===== config.mk =====
export PLATFORM = sky130hd
export DESIGN_NAME = tick_timer8
export DESIGN_NICKNAME = d
export VERILOG_FILES = /design/src/rtl/tmr_pkg.sv /design/src/rtl/tmr_pin_edge.sv /design/src/rtl/tmr_prescaler.sv /design/src/rtl/tmr_count.sv /design/src/rtl/tick_timer8.sv
export SDC_FILE = /design/constraint.sdc
export NUM_CORES = 1
export LEC_CHECK = 0
export BUFFER_PORTS_ARGS = -buffer_cell sky130_fd_sc_hd__buf_2
export CAP_MARGIN = 20
export CORE_MARGIN = 3
export CORE_UTILIZATION = 49
export DETAILED_ROUTE_END_ITERATION = 10
export GPL_TIMING_DRIVEN = 0
export PLACE_DENSITY = 0.76
export SLEW_MARGIN = 0
export SYNTH_ARGS = -nofsm -noshare
export SYNTH_HDL_FRONTEND = slang
export SYNTH_SLANG_ARGS = --single-unit

===== constraint.sdc =====
create_clock -name clk -period 3 [get_ports clk]
set_input_delay 0.45 -clock clk [delete_from_list [all_inputs] [get_ports clk]]
set_output_delay 0.45 -clock clk [all_outputs]
set_load 0.005 [all_outputs]

===== src/rtl/tmr_pkg.sv =====
package tmr_pkg;

  localparam int CTL_W      = 7;
  localparam int RATE_W     = 3;
  localparam int SRC_BIT    = 5;
  localparam int POL_BIT    = 4;
  localparam int RATE_LSB   = 0;

  typedef struct packed {
    logic              src_pin;   // 1: ticks from the counter pin
    logic              fall_pol;  // 1: count high-to-low transitions
    logic [RATE_W-1:0] rate;      // ratio 1:2^(rate+1)
  } tmr_ctl_t;

  function automatic tmr_ctl_t ctl_decode(input logic [CTL_W-1:0] w);
    tmr_ctl_t c;
    c.src_pin  = w[SRC_BIT];
    c.fall_pol = w[POL_BIT];
    c.rate     = w[RATE_LSB +: RATE_W];
    return c;
  endfunction

  function automatic logic [CTL_W-1:0] ctl_encode(input tmr_ctl_t c);
    logic [CTL_W-1:0] w;
    w                      = '0;
    w[SRC_BIT]             = c.src_pin;
    w[POL_BIT]             = c.fall_pol;
    w[RATE_LSB +: RATE_W]  = c.rate;
    return w;
  endfunction

endpackage


===== src/rtl/tmr_pin_edge.sv =====
module tmr_pin_edge #(
  parameter int STAGES = 2
) (
  input  logic clk,
  input  logic rst_n,
  input  logic pin,
  input  logic fall_pol,
  output logic edge_tick
);

  logic [STAGES-1:0] sync_q;
  logic              last_q;
  logic              cur;

  always_ff @(posedge clk or negedge rst_n) begin
    if (!rst_n) begin
      sync_q <= '0;
      last_q <= 1'b0;
    end else begin
      sync_q <= {sync_q[STAGES-2:0], pin};
      last_q <= sync_q[STAGES-1];
    end
  end

  assign cur = sync_q[STAGES-1];

  always_comb begin
    if (fall_pol) edge_tick = last_q & ~cur;
    else          edge_tick = ~last_q & cur;
  end

endmodule


===== src/rtl/tmr_prescaler.sv =====
module tmr_prescaler
  import tmr_pkg::*;
#(
  parameter int PSC_W = 8
) (
  input  logic              clk,
  input  logic              rst_n,
  input  logic              clr,
  input  logic              tick,
  input  logic [RATE_W-1:0] rate,
  output logic              step
);

  localparam int LIM_W = PSC_W + 1;

  logic [PSC_W-1:0] psc_q;
  logic [LIM_W-1:0] limit;
  logic             at_limit;

  // last prescaler value before a step: 2^(rate+1) - 1
  assign limit    = (LIM_W'(2) << rate) - LIM_W'(1);
  assign at_limit = ({1'b0, psc_q} >= limit);
  assign step     = tick & at_limit;

  always_ff @(posedge clk or negedge rst_n) begin
    if (!rst_n)      psc_q <= '0;
    else if (clr)    psc_q <= '0;
    else if (tick) begin
      if (at_limit)  psc_q <= '0;
      else           psc_q <= psc_q + PSC_W'(1);
    end
  end

endmodule


===== src/rtl/tmr_count.sv =====
module tmr_count #(
  parameter int CNT_W = 8
) (
  input  logic             clk,
  input  logic             rst_n,
  input  logic             load,
  input  logic [CNT_W-1:0] load_val,
  input  logic             step,
  output logic [CNT_W-1:0] value,
  output logic             wrap
);

  always_ff @(posedge clk or negedge rst_n) begin
    if (!rst_n) begin
      value <= '0;
      wrap  <= 1'b0;
    end else if (load) begin
      value <= load_val;
      wrap  <= 1'b0;
    end else begin
      wrap <= step & (&value);
      if (step) value <= value + CNT_W'(1);
    end
  end

endmodule


===== src/rtl/tick_timer8.sv =====
module tick_timer8
  import tmr_pkg::*;
#(
  parameter int CNT_W       = 8,
  parameter int PSC_W       = 8,
  parameter int SYNC_STAGES = 2
) (
  input  logic             clk,
  input  logic             rst_n,
  input  logic             cyc_en,
  input  logic             ext_pin,
  input  logic             ctl_we,
  input  logic [CTL_W-1:0] ctl_wdata,
  output logic [CTL_W-1:0] ctl_rdata,
  input  logic             cnt_we,
  input  logic [CNT_W-1:0] cnt_wdata,
  output logic [CNT_W-1:0] cnt_rdata,
  output logic             ovf_pulse
);

  tmr_ctl_t ctl_q;
  logic     pin_tick;
  logic     tick;
  logic     step;

  always_ff @(posedge clk or negedge rst_n) begin
    if (!rst_n)      ctl_q <= '0;
    else if (ctl_we) ctl_q <= ctl_decode(ctl_wdata);
  end

  assign ctl_rdata = ctl_encode(ctl_q);

  tmr_pin_edge #(.STAGES(SYNC_STAGES)) u_edge (
    .clk       (clk),
    .rst_n     (rst_n),
    .pin       (ext_pin),
    .fall_pol  (ctl_q.fall_pol),
    .edge_tick (pin_tick)
  );

  assign tick = ctl_q.src_pin ? pin_tick : cyc_en;

  tmr_prescaler #(.PSC_W(PSC_W)) u_psc (
    .clk   (clk),
    .rst_n (rst_n),
    .clr   (cnt_we),
    .tick  (tick),
    .rate  (ctl_q.rate),
    .step  (step)
  );

  tmr_count #(.CNT_W(CNT_W)) u_cnt (
    .clk      (clk),
    .rst_n    (rst_n),
    .load     (cnt_we),
    .load_val (cnt_wdata),
    .step     (step),
    .value    (cnt_rdata),
    .wrap     (ovf_pulse)
  );

endmodule


Word-level counts from Yosys, hierarchy flattened
Cells that the tools add are included.
Storage, ports and cells
  flip-flop bits (word level): 25
  bits of input ports: 21
  output and inout bits: 16
  logic and storage cells: 30
Cells by class
  add/subtract/negate cells: 3
  order comparisons: 1
  shift operators: 1
  mux-type cells: 8
  bitwise logic cells: 6
  reduce and logical (&&, ||, !) cells: 3
Operator list (number)
  two-way mux 8 bit: 5
  adder 8 x 1 -> 8 bit (second input constant): 2
  >= comparator 8 x 9 -> 1 bit: 1
  left shift 2 x 3 -> 9 bit (first input constant): 1
  subtractor 9 x 2 -> 9 bit (second input constant): 1
  AND reduction 8 bit: 1
  bitwise AND 1 bit: 4
  nonzero test 2 bit: 2
  two-way mux 1 bit: 3
  inverter 1 bit: 2

Logic depth before layout (Yosys ltp)
Gate-level depths: netlist (run 1).
  word-level depth: 7
  gate-level depth with buffers: 14
  mapped depth without buffers: 12

By module
From an unflattened synthesis (run 1), not the netlist that was laid out.
Second synthesis, totals
  cells, all modules: 163
  area, all modules: 1525.2 um2
By module, submodules not included
  tmr_prescaler: times used 1, cells each 91, area each 732.0 um2, sequential area each 200.2 um2
  tmr_count: times used 1, cells each 52, area each 484.2 um2, sequential area each 225.2 um2
  tick_timer8: times used 1, cells each 14, area each 211.5 um2, sequential area each 125.1 um2
  tmr_pin_edge: times used 1, cells each 6, area each 97.6 um2, sequential area each 75.1 um2

Worst setup path before layout (run 1)
No wires, ideal clock.
  kind: flip-flop to flip-flop
  start point: register ctl_q, in the netlist ctl_rdata[1]
  end point: register u_cnt.value[0]
  setup time: 0.127 ns
  data arrival time: 2.814 ns
  data required time: 2.873 ns
  slack: 0.058 ns
  stages on the path, launching flop included: 13
  buffers on the path: 2
  period minus slack after synthesis: 2.942 ns
  path through: dfrtp_1 -> or3_1 -> ha_1 -> clkbuf_1 -> xor2_1 -> nor2_1 -> a21oi_1 -> ha_1 -> a21oi_2 -> nor2b_4 -> buf_6 -> a21o_4 -> mux2_1
On the way
  word-level cells in the longest chain between the ends: 5
Ends and longest elaborated chain
  start: declaration: RTL line tick_timer8.sv:21  | tmr_ctl_t ctl_q;
  start signal: assignment: RTL line tick_timer8.sv:28  | else if (ctl_we) ctl_q <= ctl_decode(ctl_wdata);
  left shift 2 x 3 -> 9 bit: RTL line tmr_prescaler.sv:21  | assign limit = (LIM_W'(2) << rate) - LIM_W'(1);
  subtractor 9 x 2 -> 9 bit: RTL line tmr_prescaler.sv:21
  >= comparator 8 x 9 -> 1 bit: RTL line tmr_prescaler.sv:22  | assign at_limit = ({1'b0, psc_q} >= limit);
  bitwise AND 1 bit: RTL line tmr_prescaler.sv:23  | assign step = tick & at_limit;
  nonzero test 2 bit (no line)
  end signal: assignment: RTL line tmr_count.sv:18  | value <= load_val;
  end signal: assignment: RTL line tmr_count.sv:22  | if (step) value <= value + CNT_W'(1);
  end: declaration: RTL line tmr_count.sv:9  | output logic [CNT_W-1:0] value,
No other way between the ends.
A chain may end at the register's enable or synchronous reset.

Final worst setup path (run 1)
  start point: register ctl_q, in the netlist ctl_rdata[0]
  end point: register u_cnt.value[0]
The elaborated chain is that of the path after synthesis.

==> metrics.cfg, run 1 <==
[pwr]
finalPower_mw = 0.8114
p_int_mw = 0.5460
p_comb_share_pct = 30.1
clockPowerShare_pct = 18.4
pwr_density_cell_mw_per_mm2 = 401.5
vdd_drop_max_mv = 0.2725
p_leak_nw = 0.9620
netSwitchingFraction_pct = 32.71
netSwitchingPower_mw = 0.2654
sequentialPowerShare_pct = 51.5

[cts]
cts_tree = built
cts_sinks = 25
cts_made_buffers = 3
root_buffer = clkbuf_4
path_clk_slew_ns = 0.13
h-tree-depth = 1
clock_latency_ns = 0.32
clockBufferDepth = 2

[yosys]
synth.avg_cell_area_um2 = 9.532
synth_area_leaders = dfrtp_1 (37%), ha_1 (7.4%), nand2_1 (4.2%)
yosysWarnings = 0
synth.distinct_cells = 50
synth-async-reset-ratio_pct = 100.0
yosysMostFrequentCell = dfrtp_1
synth_cells = 178
synth_flop_cell = dfrtp_1
synth.top_cells.by_count = dfrtp_1 (25), nand2_1 (19), inv_1 (16)
yosys_register_bits = 25
netlist.top_cell.by_area = dfrtp_1
yosysTopAreaCellShare_pct = 36.87
synth_edf_count = 0
synth_area_mm2 = 0.001697
ys_seq_area_share_pct = 36.87

[floorplan]
dieWidth_um = 64.85
initial_utilization_pct = 53.39
num_io_pins = 37
rows = 20
core_mm2 = 0.003178
die_h_um = 64.85
dieArea_mm2 = 0.004205

[route]
drc = 0
drt-total-wl_mm = 3.777
antenna_left = 0
via_per_inst = 5.692
num_vias = 1514
dr.pass1.iters = 4
drt-wirelength-per-cell_um = 14.20
drtIter0Drc = 66

[timing]
finClkSkew_ns = 0.004749
fmax_mhz = 354.0
period_share_pct = 94.17
hold_viol = 0
finalSetupViolations = 0
worstMarginPinSlew_ns = 0.5524
period_minus_slack_ns = 2.825
timing.final.ws_setup_ns = 0.1749
rsz0062_at_grt = no
slew_viol_final = 0
relSlewSlack_pct = 63.17

[layout]
finalNetCount = 254
antenna_cells = 0
stdcell_area_mm2 = 0.002021
syn2layout_area_growth_pct = 19.10
final_core_util_pct = 63.58
drive_gt1_share_pct = 31.08
n_fill_cell = 285

[worst_setup_path]
r2r-start = ctl_rdata[0]
crit_required_ns = 3.22
path_buf_inv = 1
worstRegToRegCells = 11
max_stage_delay_ns = 0.46
start_kind = register
path_cells = or3_1 -> ha_2 -> xor2_1 -> nor2_1 -> a21oi_1 -> ha_1 -> a21oi_4 -> nor2b_4 -> buf_6 -> a21o_4 -> mux2_1
r2r-end = u_cnt.value[0]
slowest_stage = dfrtp_2
cp-end-kind = register
cp_max_fo = 8
critPathArrivalTime_ns = 3.04
regToRegSetupSlack_ns = 0.17
critPathTopFamily = simple AND/OR/NAND/NOR gates
crit_type = register to register

[placement]
place.gp.congestion = 0.8833
post-dp-hpwl_mm = 2.833
post-place-ws_ns = -0.2069
placed_area_mm2 = 0.001911
io_buffer_count = 31

[global_route]
grt_pass1_wl_mm = 6.423
antenna_found_initial = 0
grt_start_max_net_pins = 26
grt_pass1_vias = 1430
grt_usage_pct = 19.39
overflow = 0

[outcome]
outcome = finished clean

[run]
drv_cap = 0

[min_path]
hold_class = input port to asynchronous set/reset pin

[cell usage in the layout, fill, tap and decap left out, types with 3 or more instances in the layout]
| cell | count |
|---|---|
| o22ai_1 | 3 |
| a21oi_1 | 6 |
| buf_6 | 3 |
| clkbuf_4 | 3 |
| dfrtp_1 | 22 |
| ha_1 | 9 |
| nor2_1 | 6 |
| o21ai_0 | 5 |
| nand3_1 | 11 |
| inv_1 | 16 |
| nand2_1 | 19 |
| a211oi_2 | 4 |
| mux2_2 | 3 |
| and3_1 | 6 |
| nand2b_1 | 5 |
| nand3b_1 | 3 |
| buf_2 | 32 |
| o31ai_1 | 3 |
| dfrtp_2 | 3 |
| buf_4 | 12 |
| a31oi_1 | 3 |
[repair_timing]
item	CTS	global route
hold buffers	0	0
resized for setup	3	3
pin swaps	2	1
buffers inserted	5	4
gates cloned	0	0
endpoints found under the setup margin	6	9
[final cells by class]
cell class / instances / area, µm² / area share, %
timing repair buffer: 40 / 222.7 / 11.02
sequential: 25 / 629.4 / 31.15
clock buffer: 3 / 22.52 / 1.115
inverter: 16 / 60.06 / 2.972
clock inverter: 1 / 5.005 / 0.2477
tap: 44 / 55.05 / 2.724
multi-input combinational: 128 / 957.2 / 47.37
buffer: 9 / 68.82 / 3.406
[logic make-up after synthesis]
group / count (synthesis) / share of synthesized area (%)
simple gates: 64 / 20.87
other cells: 1 / 0.2210
compound gates: 44 / 21.98
fa+ha+maj: 10 / 7.375
buf+inv: 26 / 7.817
mux: 5 / 3.318
flops: 25 / 36.87
xor+xnor: 3 / 1.549
[sequential cells by signal, indices dropped and copies added, names as in the netlist]
name and count:
u_cnt.value 8, u_psc.psc_q 8, ctl_rdata 5, u_cnt.wrap 1
u_edge.sync_q 2, u_edge.last_q 1
[power by group through the flow]
stage,clock network (mW),logic (mW),registers (mW)
after global placement,0,0.218,0.422
after detailed placement,0,0.226,0.426
after CTS,0.154,0.236,0.419
final,0.149,0.244,0.418
after global routing,0.175,0.275,0.427
after floorplan,0,0.149,0.418
[worst max path at each step]
stage | cells past startpoint | end | startpoint | slack (ns)
global route | 11 | u_cnt.value[0] | ctl_rdata[0] | 0.04
detailed placement | 13 | u_cnt.value[0] | ctl_rdata[1] | -0.21
floorplan | 12 | u_cnt.value[0] | ctl_rdata[1] | 0.06
finish | 11 | u_cnt.value[0] | ctl_rdata[0] | 0.17
CTS | 12 | u_cnt.value[0] | ctl_rdata[0] | 0.006
global placement | 12 | u_cnt.value[0] | ctl_rdata[0] | -0.13
[through the flow]
step | hold slack (ns) | std cells | TNS, ns
3_3_place_gp | 0.3324 | 254 | -0.2615
5_1_grt | 0.1123 | 266 | 0
4_1_cts | 0.1159 | 263 | 0
3_5_place_dp | 0.3355 | 254 | -0.4784
6_report | 0.08941 | 266 | 0
2_1_floorplan | 0.1544 | 179 | 0
[per-layer routing]
metal / track usage (%) / share of wire, % / up-vias
met4: 7.652 / 1.1 / 0
met1: 23.68 / 41 / 729
li1: - / - / 732
met2: 34.23 / 52 / 49
met3: 2.600 / 5.6 / 4
met5: 0 / 0 / -
Power figures use the tool's default switching activity.
==> inputs of run 2 (changes only) <==
- CORE_UTILIZATION: 49 -> 50
- PLACE_DENSITY: 0.76 -> 0.74
- clock period: 3 -> 3.22 ns (I/O delays scaled with it)
==> run 2 against run 1 <==
  * Critical path depth up 1
  * Cell count down 0.75%
  * Non-clock buffer count is 2 lower
  * Die area fell by 1.8%
  * Hold slack gained 0.052 ns
==> metrics.cfg, run 2 (synthesis results as in run 1) <==
[run]
drv_cap = 0

[floorplan]
rows = 20
dieWidth_um = 64.25
num_io_pins = 37
core_mm2 = 0.003153
die_h_um = 64.25
dieArea_mm2 = 0.004128
initial_utilization_pct = 53.81

[timing]
finClkSkew_ns = 0.006693
period_share_pct = 96.79
relSlewSlack_pct = 62.39
slew_viol_final = 0
hold_viol = 0
finalSetupViolations = 0
period_minus_slack_ns = 3.117
fmax_mhz = 320.9
worstMarginPinSlew_ns = 0.5642
fin_setup_tns_ns = 0

[route]
num_vias = 1497
antenna_left = 0
drc = 0
drt-wirelength-per-cell_um = 14.02
drt-total-wl_mm = 3.700
via_per_inst = 5.670
dr.pass1.iters = 5
drtIter0Drc = 49

[placement]
dp.cells = 254
post-dp-hpwl_mm = 2.773
place.gp.congestion = 0.8340
io_buffer_count = 31
placed_area_mm2 = 0.001911

[layout]
stdcell_area_mm2 = 0.001996
n_fill_cell = 298
multiInputGateArea_um2 = 954.7
syn2layout_area_growth_pct = 17.63
layout_commonest_cell = buf_2
drive_gt1_share_pct = 28.18
antenna_cells = 0
regArea_um2 = 626.9
final_core_util_pct = 63.29
final_cell_mix = buf_2 (32), dfrtp_1 (24), nand2_1 (19), inv_1 (16), nand3_1 (11)
finalNetCount = 252
stdcell_count = 264

[worst_setup_path]
worstRegToRegCells = 12
cp-endpoint = u_cnt.value[0]
crit_type = register to register
r2r-end = u_cnt.value[0]
crit_required_ns = 3.43
r2r-start = ctl_rdata[0]
critPathArrivalTime_ns = 3.32
regToRegSetupSlack_ns = 0.10
start_kind = register
critPathLaunch = ctl_rdata[0]
cp-end-kind = register
cp_max_fo = 8

[global_route]
grt_start_max_net_pins = 26
overflow = 0
grt_pass1_vias = 1430
antenna_found_initial = 0
grt_pass1_wl_mm = 6.210
grt_usage_pct = 18.59

[cts]
cts_made_buffers = 3
h-tree-depth = 1
cts_sinks = 25
cts_tree = built
postCtsHoldBufs = 0
path_clk_slew_ns = 0.13
root_buffer = clkbuf_4
clockBufferDepth = 2
clock_latency_ns = 0.31

[pwr]
p_leak_nw = 0.9489
pwr_density_cell_mw_per_mm2 = 374.8
vdd_drop_max_mv = 0.2558

[min_path]
hold_class = input port to asynchronous set/reset pin

[outcome]
outcome = finished clean

## run 2: cell count changes in the layout (fill, tap and decap cells not counted)
| cell | delta |
|---|---|
| buf_4 | -3 |
| clkbuf_1 | +2 |
| dfrtp_1 | +2 |
| dfrtp_2 | -2 |
| clkinv_2 | -1 |
| ha_1 | +1 |
| ha_2 | -1 |
## run 2: area by class of cell
type                       count  share of cell area (%)
multi-input combinational    128                   47.84
sequential                    25                   31.41
timing repair buffer          37                   10.03
buffer                        10                   3.636
inverter                      16                   3.009
tap                           44                   2.759
clock buffer                   4                   1.317
## run 2: how the worst min path moves through the flow
stage,from,to,slack (ns),cells past startpoint
6_report,rst_n,u_cnt.value[2],0.14,1
5_1_grt,rst_n,u_cnt.value[2],0.16,1
4_1_cts,rst_n,u_cnt.value[2],0.16,1
3_5_place_dp,u_edge.sync_q[0],u_edge.sync_q[1],0.34,0
3_3_place_gp,u_edge.sync_q[0],u_edge.sync_q[1],0.33,0
2_1_floorplan,rst_n,ctl_rdata[0],0.19,0
## run 2: routing by layer
layer  GRT usage, %  wire length (µm)  vias up  share of wire (%)
li1               -                 -      727                  -
met1          23.27              1598      729                 43
met2          33.25              1928       37                 52
met3          2.285               137        4                3.7
met4          5.541                35        0               0.95
met5              0                 0        -                  0
## run 2: worst max-delay path, cell delays in order (launching register included)
cell,delay (ns)
dfrtp_2,0.46
or3_1,0.40
ha_1,0.20
clkbuf_1,0.19
xor2_1,0.18
nor2_1,0.12
a21oi_1,0.05
ha_1,0.36
a21oi_4,0.23
nor2b_4,0.18
buf_6,0.14
a21o_4,0.18
mux2_1,0.33
## run 2: repair_timing
item	in CTS	in global routing
resized for setup	1	2
endpoints found under the setup margin	2	3
buffers inserted	1	5
hold endpoints to repair	0	0
pin swaps	0	2
## run 2: report_power, final
| part | internal (mW) | switching [mW] | leakage, nW |
|---|---|---|---|
| Clock | 0.0484 | 0.0892 | 0.0150 |
| Sequential | 0.347 | 0.0417 | 0.314 |
| Combinational | 0.109 | 0.113 | 0.619 |
| Total | 0.504 | 0.244 | 0.949 |
## run 2: stage by stage
| stage | setup WS, ns | total power [mW] | hold WS [ns] |
|---|---|---|---|
| floorplan | 0.2784 | 0.5276 | 0.1874 |
| global placement | 0.09252 | 0.5959 | 0.3328 |
| detailed placement | -0.05660 | 0.6090 | 0.3358 |
| CTS | 0.005599 | 0.7495 | 0.1585 |
| global route | -0.03623 | 0.8038 | 0.1641 |
| finish | 0.1034 | 0.7479 | 0.1416 |
==> inputs of run 3 (changes only) <==
--- a/config.mk
+++ b/config.mk
@@ -14,2 +14,3 @@
 export PLACE_DENSITY = 0.74
+export SKIP_CTS_REPAIR_TIMING = 1
 export SLEW_MARGIN = 0
==> constraint.sdc (replaced) <==
create_clock -name clk -period 3.22 [get_ports clk]
set_input_delay 0.322 -clock clk [delete_from_list [all_inputs] [get_ports clk]]
set_output_delay 0.322 -clock clk [all_outputs]
set_load 0.005 [all_outputs]
==> run 3 against run 2 <==
  * The run now ends with negative hold slack left
  * Highest routed layer unchanged
  * Clock-buffer cell count unchanged
  * Non-clock buffer count down 1
  * Cell count is 0.38% lower
==> metrics.cfg, run 3 (synthesis results as in run 1) <==
[layout]
finalNetCount = 251
stdcell_count = 263
stdcell_area_mm2 = 0.001993
antenna_cells = 0
drive_gt1_share_pct = 28.77
layout_commonest_cell = buf_2
final_cell_mix = buf_2 (32), dfrtp_1 (23), nand2_1 (19), inv_1 (16), nand3_1 (11)
syn2layout_area_growth_pct = 17.48

[placement]
post-place-ws_ns = -0.05660
dp.cells = 254
post-dp-hpwl_mm = 2.773
placed_area_mm2 = 0.001911
io_buffer_count = 31
place.gp.congestion = 0.8340

[cts]
cts_made_buffers = 3
path_clk_slew_ns = 0.13
cts_sinks = 25
clock_latency_ns = 0.31
root_buffer = clkbuf_4
clockBufferDepth = 2
h-tree-depth = 1
cts_tree = built

[timing]
rsz0062_at_grt = no
period_minus_slack_ns = 3.033
finClkSkew_ns = 0.006509
worstMarginPinSlew_ns = 0.5709
slew_viol_final = 0
finalSetupViolations = 0
timing.final.ws_setup_ns = 0.1870
relSlewSlack_pct = 61.94
worst_hold_slack_ns = -0.01673
period_share_pct = 94.19
fmax_mhz = 329.7
hold_viol = 25

[floorplan]
initial_utilization_pct = 53.81
dieWidth_um = 64.25
num_io_pins = 37
core_mm2 = 0.003153
dieArea_mm2 = 0.004128
die_h_um = 64.25
rows = 20

[worst_setup_path]
critPathArrivalTime_ns = 3.24
slowest_stage = dfrtp_2
r2r-start = ctl_rdata[1]
worstRegToRegCells = 11
max_stage_delay_ns = 0.45
cp.depth = 11
start_kind = register
path_buf_inv = 1
critPathTopFamily = simple AND/OR/NAND/NOR gates
critPathLaunch = ctl_rdata[1]
crit_type = register to register
cp_max_fo = 8
path_cells = or3_1 -> ha_1 -> xor2_1 -> nor2_1 -> a21oi_1 -> ha_1 -> a21oi_4 -> nor2b_4 -> buf_6 -> a21o_4 -> mux2_1
path_common_cell = ha_1
crit_required_ns = 3.42
cp-end-kind = register

[route]
drc = 0
drtIter0Drc = 52
num_vias = 1495
dr.pass1.iters = 4
via_per_inst = 5.684
drt-total-wl_mm = 3.675
drt-wirelength-per-cell_um = 13.97
antenna_left = 0

[global_route]
grt_pass1_wl_mm = 6.106
grt_pass1_vias = 1410
antenna_found_initial = 0
overflow = 0
grt_usage_pct = 18.29
grt_start_max_net_pins = 26

[pwr]
p_leak_nw = 0.9465
vdd_drop_max_mv = 0.2566
pwr_density_cell_mw_per_mm2 = 374.9

[min_path]
hold_class = input port to asynchronous set/reset pin

[outcome]
outcome = finished, violations left
violations = negative hold slack

[run]
drv_cap = 0

==> run 3: cell count changes in the layout (fill, tap and decap cells not counted), sizes merged <==
cell / delta
clkbuf: -1
==> run 3: worst register-to-register path, delay by kind of cell, from the launching register on <==
family	cells	cell delay, ns
fa+ha+maj	2	0.65
mux	1	0.34
xor+xnor	1	0.18
flops	1	0.45
simple gates	3	0.71
compound gates	3	0.46
buf+inv	1	0.14
==> run 3: cell type report <==
cell class / instances / area [µm²]
buffer: 9 / 68.82
clock buffer: 4 / 26.28
fill: 298 / 1160
inverter: 16 / 60.06
multi-input combinational: 128 / 954.7
sequential: 25 / 628.1
tap: 44 / 55.05
timing repair buffer: 37 / 200.2
==> run 3: per-layer routing <==
layer	wire length, µm	part of all wire (%)	global-route usage [%]	up-vias
met5	0	0	0	-
met4	35	0.95	5.541	0
met3	162	4.4	2.285	4
met2	1902	52	32.47	46
met1	1575	43	23.04	719
li1	-	-	-	726
==> run 3: path summary, 6_finish.rpt <==
| check | to | slack [ns] |
|---|---|---|
| setup / recovery | u_cnt.value[0] | 0.19 |
| hold / removal | u_cnt.value[2] | -0.02 |
| setup reg to reg | u_cnt.value[0] | 0.19 |
| hold reg to reg | u_edge.sync_q[1] | 0.36 |
| max in group asynchronous | ctl_rdata[1] | 2.83 |
| min in group clk | u_edge.sync_q[0] | 0.11 |
==> run 3: power breakdown <==
group | switching [mW] | internal [mW] | total (mW)
registers | 0.0425 | 0.347 | 0.390
logic | 0.111 | 0.109 | 0.220
clock network | 0.0893 | 0.0484 | 0.138
total | 0.243 | 0.504 | 0.747
==> run 3: metrics by stage <==
step	hold slack (ns)	utilization (%)	setup TNS (ns)	power [mW]
floorplan	0.02641	-	0	0.5276
global placement	0.3328	60.60	0	0.5959
detailed placement	0.3358	60.60	-0.09629	0.6090
CTS	-0.002537	61.43	-0.1341	0.7466
global route	0.003035	63.21	0	0.8034
finish	-0.01673	63.21	0	0.7473
